--- config.mk ---
export PLATFORM = sky130hd
export DESIGN_NAME = cal_sequencer
export DESIGN_NICKNAME = d
export VERILOG_FILES = /design/src/rtl/cal_seq_pkg.sv /design/src/rtl/cal_sync.sv /design/src/rtl/cal_fsm.sv /design/src/rtl/cal_reg_gate.sv /design/src/rtl/cal_sequencer.sv
export SDC_FILE = /design/constraint.sdc
export NUM_CORES = 1
export LEC_CHECK = 0
export ABC_AREA = 1
export CORE_MARGIN = 2
export CORE_UTILIZATION = 40
export DETAILED_ROUTE_END_ITERATION = 8
export PLACE_DENSITY = 0.7
export REMOVE_ABC_BUFFERS = 1
export SLEW_MARGIN = 20
export SYNTH_ARGS = -nofsm -noshare
export SYNTH_HDL_FRONTEND = slang
export SYNTH_SLANG_ARGS = --single-unit
--- constraint.sdc ---
create_clock -name clk -period 2 [get_ports clk]
set_clock_uncertainty 0.15 [all_clocks]
set_input_delay 0.2 -clock clk [delete_from_list [all_inputs] [get_ports clk]]
set_output_delay 0.2 -clock clk [all_outputs]
set_load 0.02 [all_outputs]
--- src/rtl/cal_seq_pkg.sv ---
package cal_seq_pkg;
    typedef enum logic [1:0] {
        POR_HOLD    = 2'd0,
        IDLE_RESET  = 2'd1,
        CALIBRATING = 2'd2,
        READY       = 2'd3
    } seq_state_t;
endpackage

--- src/rtl/cal_sync.sv ---
module cal_sync #(
    parameter int W = 1
) (
    input  logic         clk,
    input  logic         rst_n,
    input  logic [W-1:0] d,
    output logic [W-1:0] q
);
    logic [W-1:0] stage1;

    for (genvar i = 0; i < W; i++) begin : g_bit
        always_ff @(posedge clk or negedge rst_n) begin
            if (!rst_n) begin
                stage1[i] <= 1'b0;
                q[i]      <= 1'b0;
            end else begin
                stage1[i] <= d[i];
                q[i]      <= stage1[i];
            end
        end
    end
endmodule

--- src/rtl/cal_fsm.sv ---
module cal_fsm
    import cal_seq_pkg::*;
#(
    parameter int TIMEOUT_CYC = 137_500_000
) (
    input  logic clk,
    input  logic rst_n,
    input  logic pwr_ok,
    input  logic ext_ok,
    input  logic cal_done,
    output logic cal_start,
    output logic core_rst_n,
    output logic link_valid,
    output logic tmo_flag,
    output logic ready
);
    localparam int CNT_W = $clog2(TIMEOUT_CYC + 1);
    localparam logic [CNT_W-1:0] CNT_LAST = CNT_W'(TIMEOUT_CYC - 1);

    seq_state_t st, nxt;
    logic [CNT_W-1:0] cnt;
    logic expire;

    assign expire = (st == CALIBRATING) && (cnt == CNT_LAST);
    assign ready  = (st == READY);

    always_comb begin
        nxt = st;
        if (!pwr_ok) begin
            nxt = POR_HOLD;
        end else if (!ext_ok) begin
            nxt = IDLE_RESET;
        end else begin
            unique case (st)
                POR_HOLD, IDLE_RESET: nxt = CALIBRATING;
                CALIBRATING:          if (cal_done || expire) nxt = READY;
                READY:                nxt = READY;
                default:              nxt = POR_HOLD;
            endcase
        end
    end

    // state register
    always_ff @(posedge clk or negedge rst_n) begin
        if (!rst_n) begin
            st  <= POR_HOLD;
            cnt <= '0;
        end else begin
            st  <= nxt;
            cnt <= (st == CALIBRATING) ? cnt + 1'b1 : '0;
        end
    end

    // registered outputs
    always_ff @(posedge clk or negedge rst_n) begin
        if (!rst_n) begin
            cal_start  <= 1'b0;
            core_rst_n <= 1'b0;
            link_valid <= 1'b0;
            tmo_flag   <= 1'b0;
        end else begin
            cal_start  <= (nxt == CALIBRATING) && (st != CALIBRATING);
            core_rst_n <= (nxt == CALIBRATING) || (nxt == READY);
            link_valid <= (nxt == READY);
            if ((nxt == CALIBRATING) && (st != CALIBRATING))
                tmo_flag <= 1'b0;
            else if (expire && !cal_done && (nxt == READY))
                tmo_flag <= 1'b1;
        end
    end

    AST_RST_HELD: assert property (@(posedge clk) disable iff (!rst_n)
        !pwr_ok |=> !core_rst_n);
    AST_START_ON_RISE: assert property (@(posedge clk) disable iff (!rst_n)
        $rose(core_rst_n) |-> cal_start);
    AST_START_ONE_CYCLE: assert property (@(posedge clk) disable iff (!rst_n)
        cal_start |=> !cal_start);
    AST_LINK_NEEDS_RESET_OFF: assert property (@(posedge clk) disable iff (!rst_n)
        link_valid |-> core_rst_n);
    AST_TIMEOUT_READY: assert property (@(posedge clk) disable iff (!rst_n)
        $rose(tmo_flag) |-> link_valid);
endmodule

--- src/rtl/cal_reg_gate.sv ---
module cal_reg_gate #(
    parameter int              ADDR_W      = 8,
    parameter int              DATA_W      = 8,
    parameter int              N_USER      = 4,
    parameter logic [ADDR_W-1:0] STATUS_ADDR = 8'hB6
) (
    input  logic              clk,
    input  logic              rst_n,
    input  logic              ready,
    input  logic              tmo_flag,
    input  logic              req_valid,
    input  logic              req_write,
    input  logic [ADDR_W-1:0] req_addr,
    input  logic [DATA_W-1:0] req_wdata,
    output logic              rsp_valid,
    output logic              rsp_err,
    output logic [DATA_W-1:0] rsp_rdata
);
    localparam int IDX_W = (N_USER > 1) ? $clog2(N_USER) : 1;

    logic [DATA_W-1:0] regs [N_USER];
    logic [IDX_W-1:0]  idx;
    logic              is_stat, is_user, allowed;
    logic [DATA_W-1:0] rd_val;

    assign idx     = req_addr[IDX_W-1:0];
    assign is_stat = (req_addr == STATUS_ADDR);
    assign is_user = (req_addr < ADDR_W'(N_USER));
    assign allowed = ready || (!req_write && is_stat);

    always_comb begin
        rd_val = '0;
        if (is_stat)      rd_val = {{(DATA_W-2){1'b0}}, tmo_flag, ready};
        else if (is_user) rd_val = regs[idx];
    end

    for (genvar i = 0; i < N_USER; i++) begin : g_reg
        always_ff @(posedge clk or negedge rst_n) begin
            if (!rst_n)
                regs[i] <= '0;
            else if (req_valid && req_write && allowed && is_user && (idx == IDX_W'(i)))
                regs[i] <= req_wdata;
        end
    end

    always_ff @(posedge clk or negedge rst_n) begin
        if (!rst_n) begin
            rsp_valid <= 1'b0;
            rsp_err   <= 1'b0;
            rsp_rdata <= '0;
        end else begin
            rsp_valid <= req_valid;
            rsp_err   <= req_valid && !allowed;
            rsp_rdata <= (req_valid && allowed && !req_write) ? rd_val : '0;
        end
    end

    AST_REJECT_ZERO: assert property (@(posedge clk) disable iff (!rst_n)
        rsp_err |-> (rsp_rdata == '0));
    AST_BUSY_WRITE_REJECT: assert property (@(posedge clk) disable iff (!rst_n)
        (!ready && req_valid && req_write) |=> rsp_err);
    AST_STATUS_READ_OK: assert property (@(posedge clk) disable iff (!rst_n)
        (req_valid && !req_write && is_stat) |=> !rsp_err);
    AST_RSP_ONE_CYCLE: assert property (@(posedge clk) disable iff (!rst_n)
        rsp_err |-> rsp_valid);
endmodule

--- src/rtl/cal_sequencer.sv ---
module cal_sequencer #(
    parameter int TIMEOUT_CYC = 137_500_000,
    parameter int N_USER      = 4
) (
    input  logic       clk,
    input  logic       rst_n,
    input  logic       ana_pwr_ok,
    input  logic       dig_pwr_ok,
    input  logic       ext_rst_n,
    input  logic       cal_done,
    input  logic       req_valid,
    input  logic       req_write,
    input  logic [7:0] req_addr,
    input  logic [7:0] req_wdata,
    output logic       cal_start,
    output logic       core_rst_n,
    output logic       link_valid,
    output logic       rsp_valid,
    output logic       rsp_err,
    output logic [7:0] rsp_rdata
);
    logic [2:0] raw_in, sync_in;
    logic       ready, tmo_flag;

    assign raw_in = {ext_rst_n, dig_pwr_ok, ana_pwr_ok};

    cal_sync #(.W(3)) u_sync (
        .clk(clk), .rst_n(rst_n), .d(raw_in), .q(sync_in)
    );

    cal_fsm #(.TIMEOUT_CYC(TIMEOUT_CYC)) u_fsm (
        .clk(clk), .rst_n(rst_n),
        .pwr_ok(sync_in[0] & sync_in[1]), .ext_ok(sync_in[2]),
        .cal_done(cal_done), .cal_start(cal_start), .core_rst_n(core_rst_n),
        .link_valid(link_valid), .tmo_flag(tmo_flag), .ready(ready)
    );

    cal_reg_gate #(.ADDR_W(8), .DATA_W(8), .N_USER(N_USER), .STATUS_ADDR(8'hB6)) u_gate (
        .clk(clk), .rst_n(rst_n), .ready(ready), .tmo_flag(tmo_flag),
        .req_valid(req_valid), .req_write(req_write), .req_addr(req_addr),
        .req_wdata(req_wdata), .rsp_valid(rsp_valid), .rsp_err(rsp_err),
        .rsp_rdata(rsp_rdata)
    );
endmodule

==> reports/qor.txt <==
Layout area overhead: 20.7%
Final Cell Area: 4590 sq um
Post-synthesis mux area share: 0%
Clock buffer depth: 2
Post-synthesis adder-cell area fraction: 0.329%
CP startpoint kind: register
Crit share post-route: 92.7%
Synth Area in XOR/XNOR: 2.30%
Largest net degree at the start of global routing: 43
Async SR Flop Fraction: 100%
Layout cell share with drive strength beyond 1: 9.02%
Status: finished, final reports clean
EDFF count, synth: 0
Initial core utilization: 41.2%
# Post-CTS Setup Buffers: 0
Setup total negative slack: 0 ps
Slew Limit Fails: 0
Slew headroom: 64.8%
Nets: 530
Initial antenna violation count: 0
Die Y: 102 um
Wire per inst: 13.3 um
Total Die Area: 10,300 sq um
Synth Instances: 452
1st-pass router iterations: 4
Root Buffer: clkbuf_8
Yosys Warn Count: 0
P_sw: 735 uW
Hold Crit Class: in -> reg
Synth Cell Area: 3800 sq um
Crit path kind: reg -> reg
Placed Area: 4370 sq um
Main combinational cell family by area after synthesis: simple AND/OR/NAND/NOR gates
CTS buffer count: 9
Crit path DAT: 1980 ps
Row cnt: 35
Register area share after synthesis: 54.0%
CP Buf/Inv Count: 1
Most Frequent Cell on Critical Path: nand2_1
Seq cells post-synth: 82
Post-route ant nets: 0
Clock transition at path regs: 80 ps
Initial DRC count: 165
Static Leak: 0.00195 uW
Largest area contributor in the netlist: dfrtp_1
Pwr per Cell Area: 675 nW/um^2
CP top delay family: simple AND/OR/NAND/NOR gates
Synth top cells by count: nand2_1 (116), dfrtp_1 (82), nor2_1 (67)
First-pass GRT wire length: 14,200 um
Worst-path maximum fanout: 4
Worst path max stage delay: 390 ps
Final hold vios: 0
Post-route DRC: 0
Number of gates resized after cts: 0
Peak Freq: 540 MHz
Post-layout minimum cycle time: 1850 ps
Number of antenna diodes: 0
Vias per Instance: 4.84
Total track usage: 17.8%
Area contributors post-synth: dfrtp_1 (54%), nand2_1 (11%), nor2_1 (6.6%)
CTS tree: built
Port Buffers: 36
Top_reg_cell synth: dfrtp_1
Peak supply drop: 0.425 mV
Internal power: 2360 uW
Skew-Pair Late Insertion Delay: 350 ps
Clock sinks: 82
Reg power frac: 54.1%
Synth Area in Simple Gates: 26.1%
Synth unique cells: 33
RSZ-0062 raised after global routing: false
Syn avg cell area: 8.41 sq um
Top-Level Pins: 37
Switching Share: 23.7%
Die Wd: 102 um
Power share of the clock group: 40.4%
Yosys top cell area share: 54.0%
Placed wire-length estimate: 6380 um
Slowest-stage cell, CP: dfrtp_1
Number of global-route vias before repair: 2,939
Final setup fails: 0
Hold buffers post-CTS: 1
Core Region: 9240 sq um
GRT overflow: 0
Htree depth: 3
Worst Tran Pin Value: 527 ps
Via count: 3,091
Comb pwr share: 5.4%
Critical Path End Type: register
CP Data Required Time: 2130 ps
Critical path, cell by cell: ha_1, nand2_1, nor2_2, buf_4, nand3_1, o21ai_0, nand2_1, a21oi_1
Compound-Gate Fraction of Synth Area: 11.0%
Placed insts: 622
Tot Pwr: 3100 uW
Max Cap Violations: 0
Global placement routability congestion: 0.919
Most frequent cell after synthesis: nand2_1
Fin cells: 639
Routed wire length: 8530 um
power by group through the flow:
stage / sequential [uW] / clock [uW] / combinational, uW
after floorplan: 1710 / 0 / 41.7
after global placement: 1710 / 0 / 168
after detailed placement: 1710 / 0 / 170
after CTS: 1680 / 1290 / 172
after global routing: 1680 / 1360 / 187
final: 1680 / 1250 / 168
logic make-up (layout without fill, tap and decap cells):
group           Yosys count  in the layout
compound gates           73             73
simple gates            228            228
xor+xnor                 10             10
flops                    82             82
buf+inv                  58            116
fa+ha+maj                 1              1
cells in the final DEF, fill, tap and decap left out, drive strengths merged, types with 8 or more instances in the layout:
master / instances
inv: 52
buf: 12
clkbuf: 10
nand3: 16
xor2: 8
nor2: 74
o21ai: 41
nor3: 13
a22oi: 8
dfrtp: 82
nand2: 120
a21oi: 18
clkdlybuf4s50: 35
layer usage:
layer / GRT usage (%) / share of wire [%] / wire, um / vias to the layer above
met2: 26.6 / 47 / 3980 / 68
met1: 25.5 / 48 / 4120 / 1461
li1: - / - / - / 1552
met4: 6.34 / 1.6 / 133 / 0
met3: 3.86 / 3.5 / 300 / 10
met5: 0 / 0 / 0 / -
final timing paths:
kind / from / endpoint / slack [ps] / cells after the start
worst max-delay path: u_fsm.cnt[0] / u_fsm.st[0] / 150 / 8
worst min-delay path: dig_pwr_ok / u_sync.stage1[1] / 140 / 1
worst max register to register: u_fsm.cnt[0] / u_fsm.st[0] / 150 / 8
worst min register to register: u_sync.stage1[2] / u_sync.q[2] / 200 / 0
max in group asynchronous: rst_n / u_gate.rsp_err / 1020 / 3
min in group asynchronous: rst_n / u_fsm.cnt[24] / 290 / 3
metrics by stage:
| step | setup slack (ps) | hold slack, ps | util, % |
|---|---|---|---|
| after floorplan | 319 | -246 | - |
| after global placement | 82.6 | 142 | 47.3 |
| after detailed placement | 63.7 | 152 | 47.3 |
| after CTS | 145 | 131 | 49.7 |
| after global routing | 31.2 | 127 | 49.7 |
| final | 147 | 142 | 49.7 |
cell type report:
class,instances,area (sq um)
fill,871,4650
sequential,82,2050
multi-input combinational,312,1510
timing repair buffer,48,463
inverter,52,195
tap,129,161
clock buffer,10,138
clock inverter,6,72.6
sequential cells by signal, indices dropped and copies added (netlist names):
name,flops
u_fsm.cal_start,1
u_fsm.cnt,28
u_fsm.core_rst_n,1
u_fsm.link_valid,1
u_fsm.st,2
u_fsm.tmo_flag,1
u_gate.regs,32
u_gate.rsp_err,1
u_gate.rsp_rdata,8
u_gate.rsp_valid,1
u_sync.q,3
u_sync.stage1,3
(Power assumes the default switching activity.)
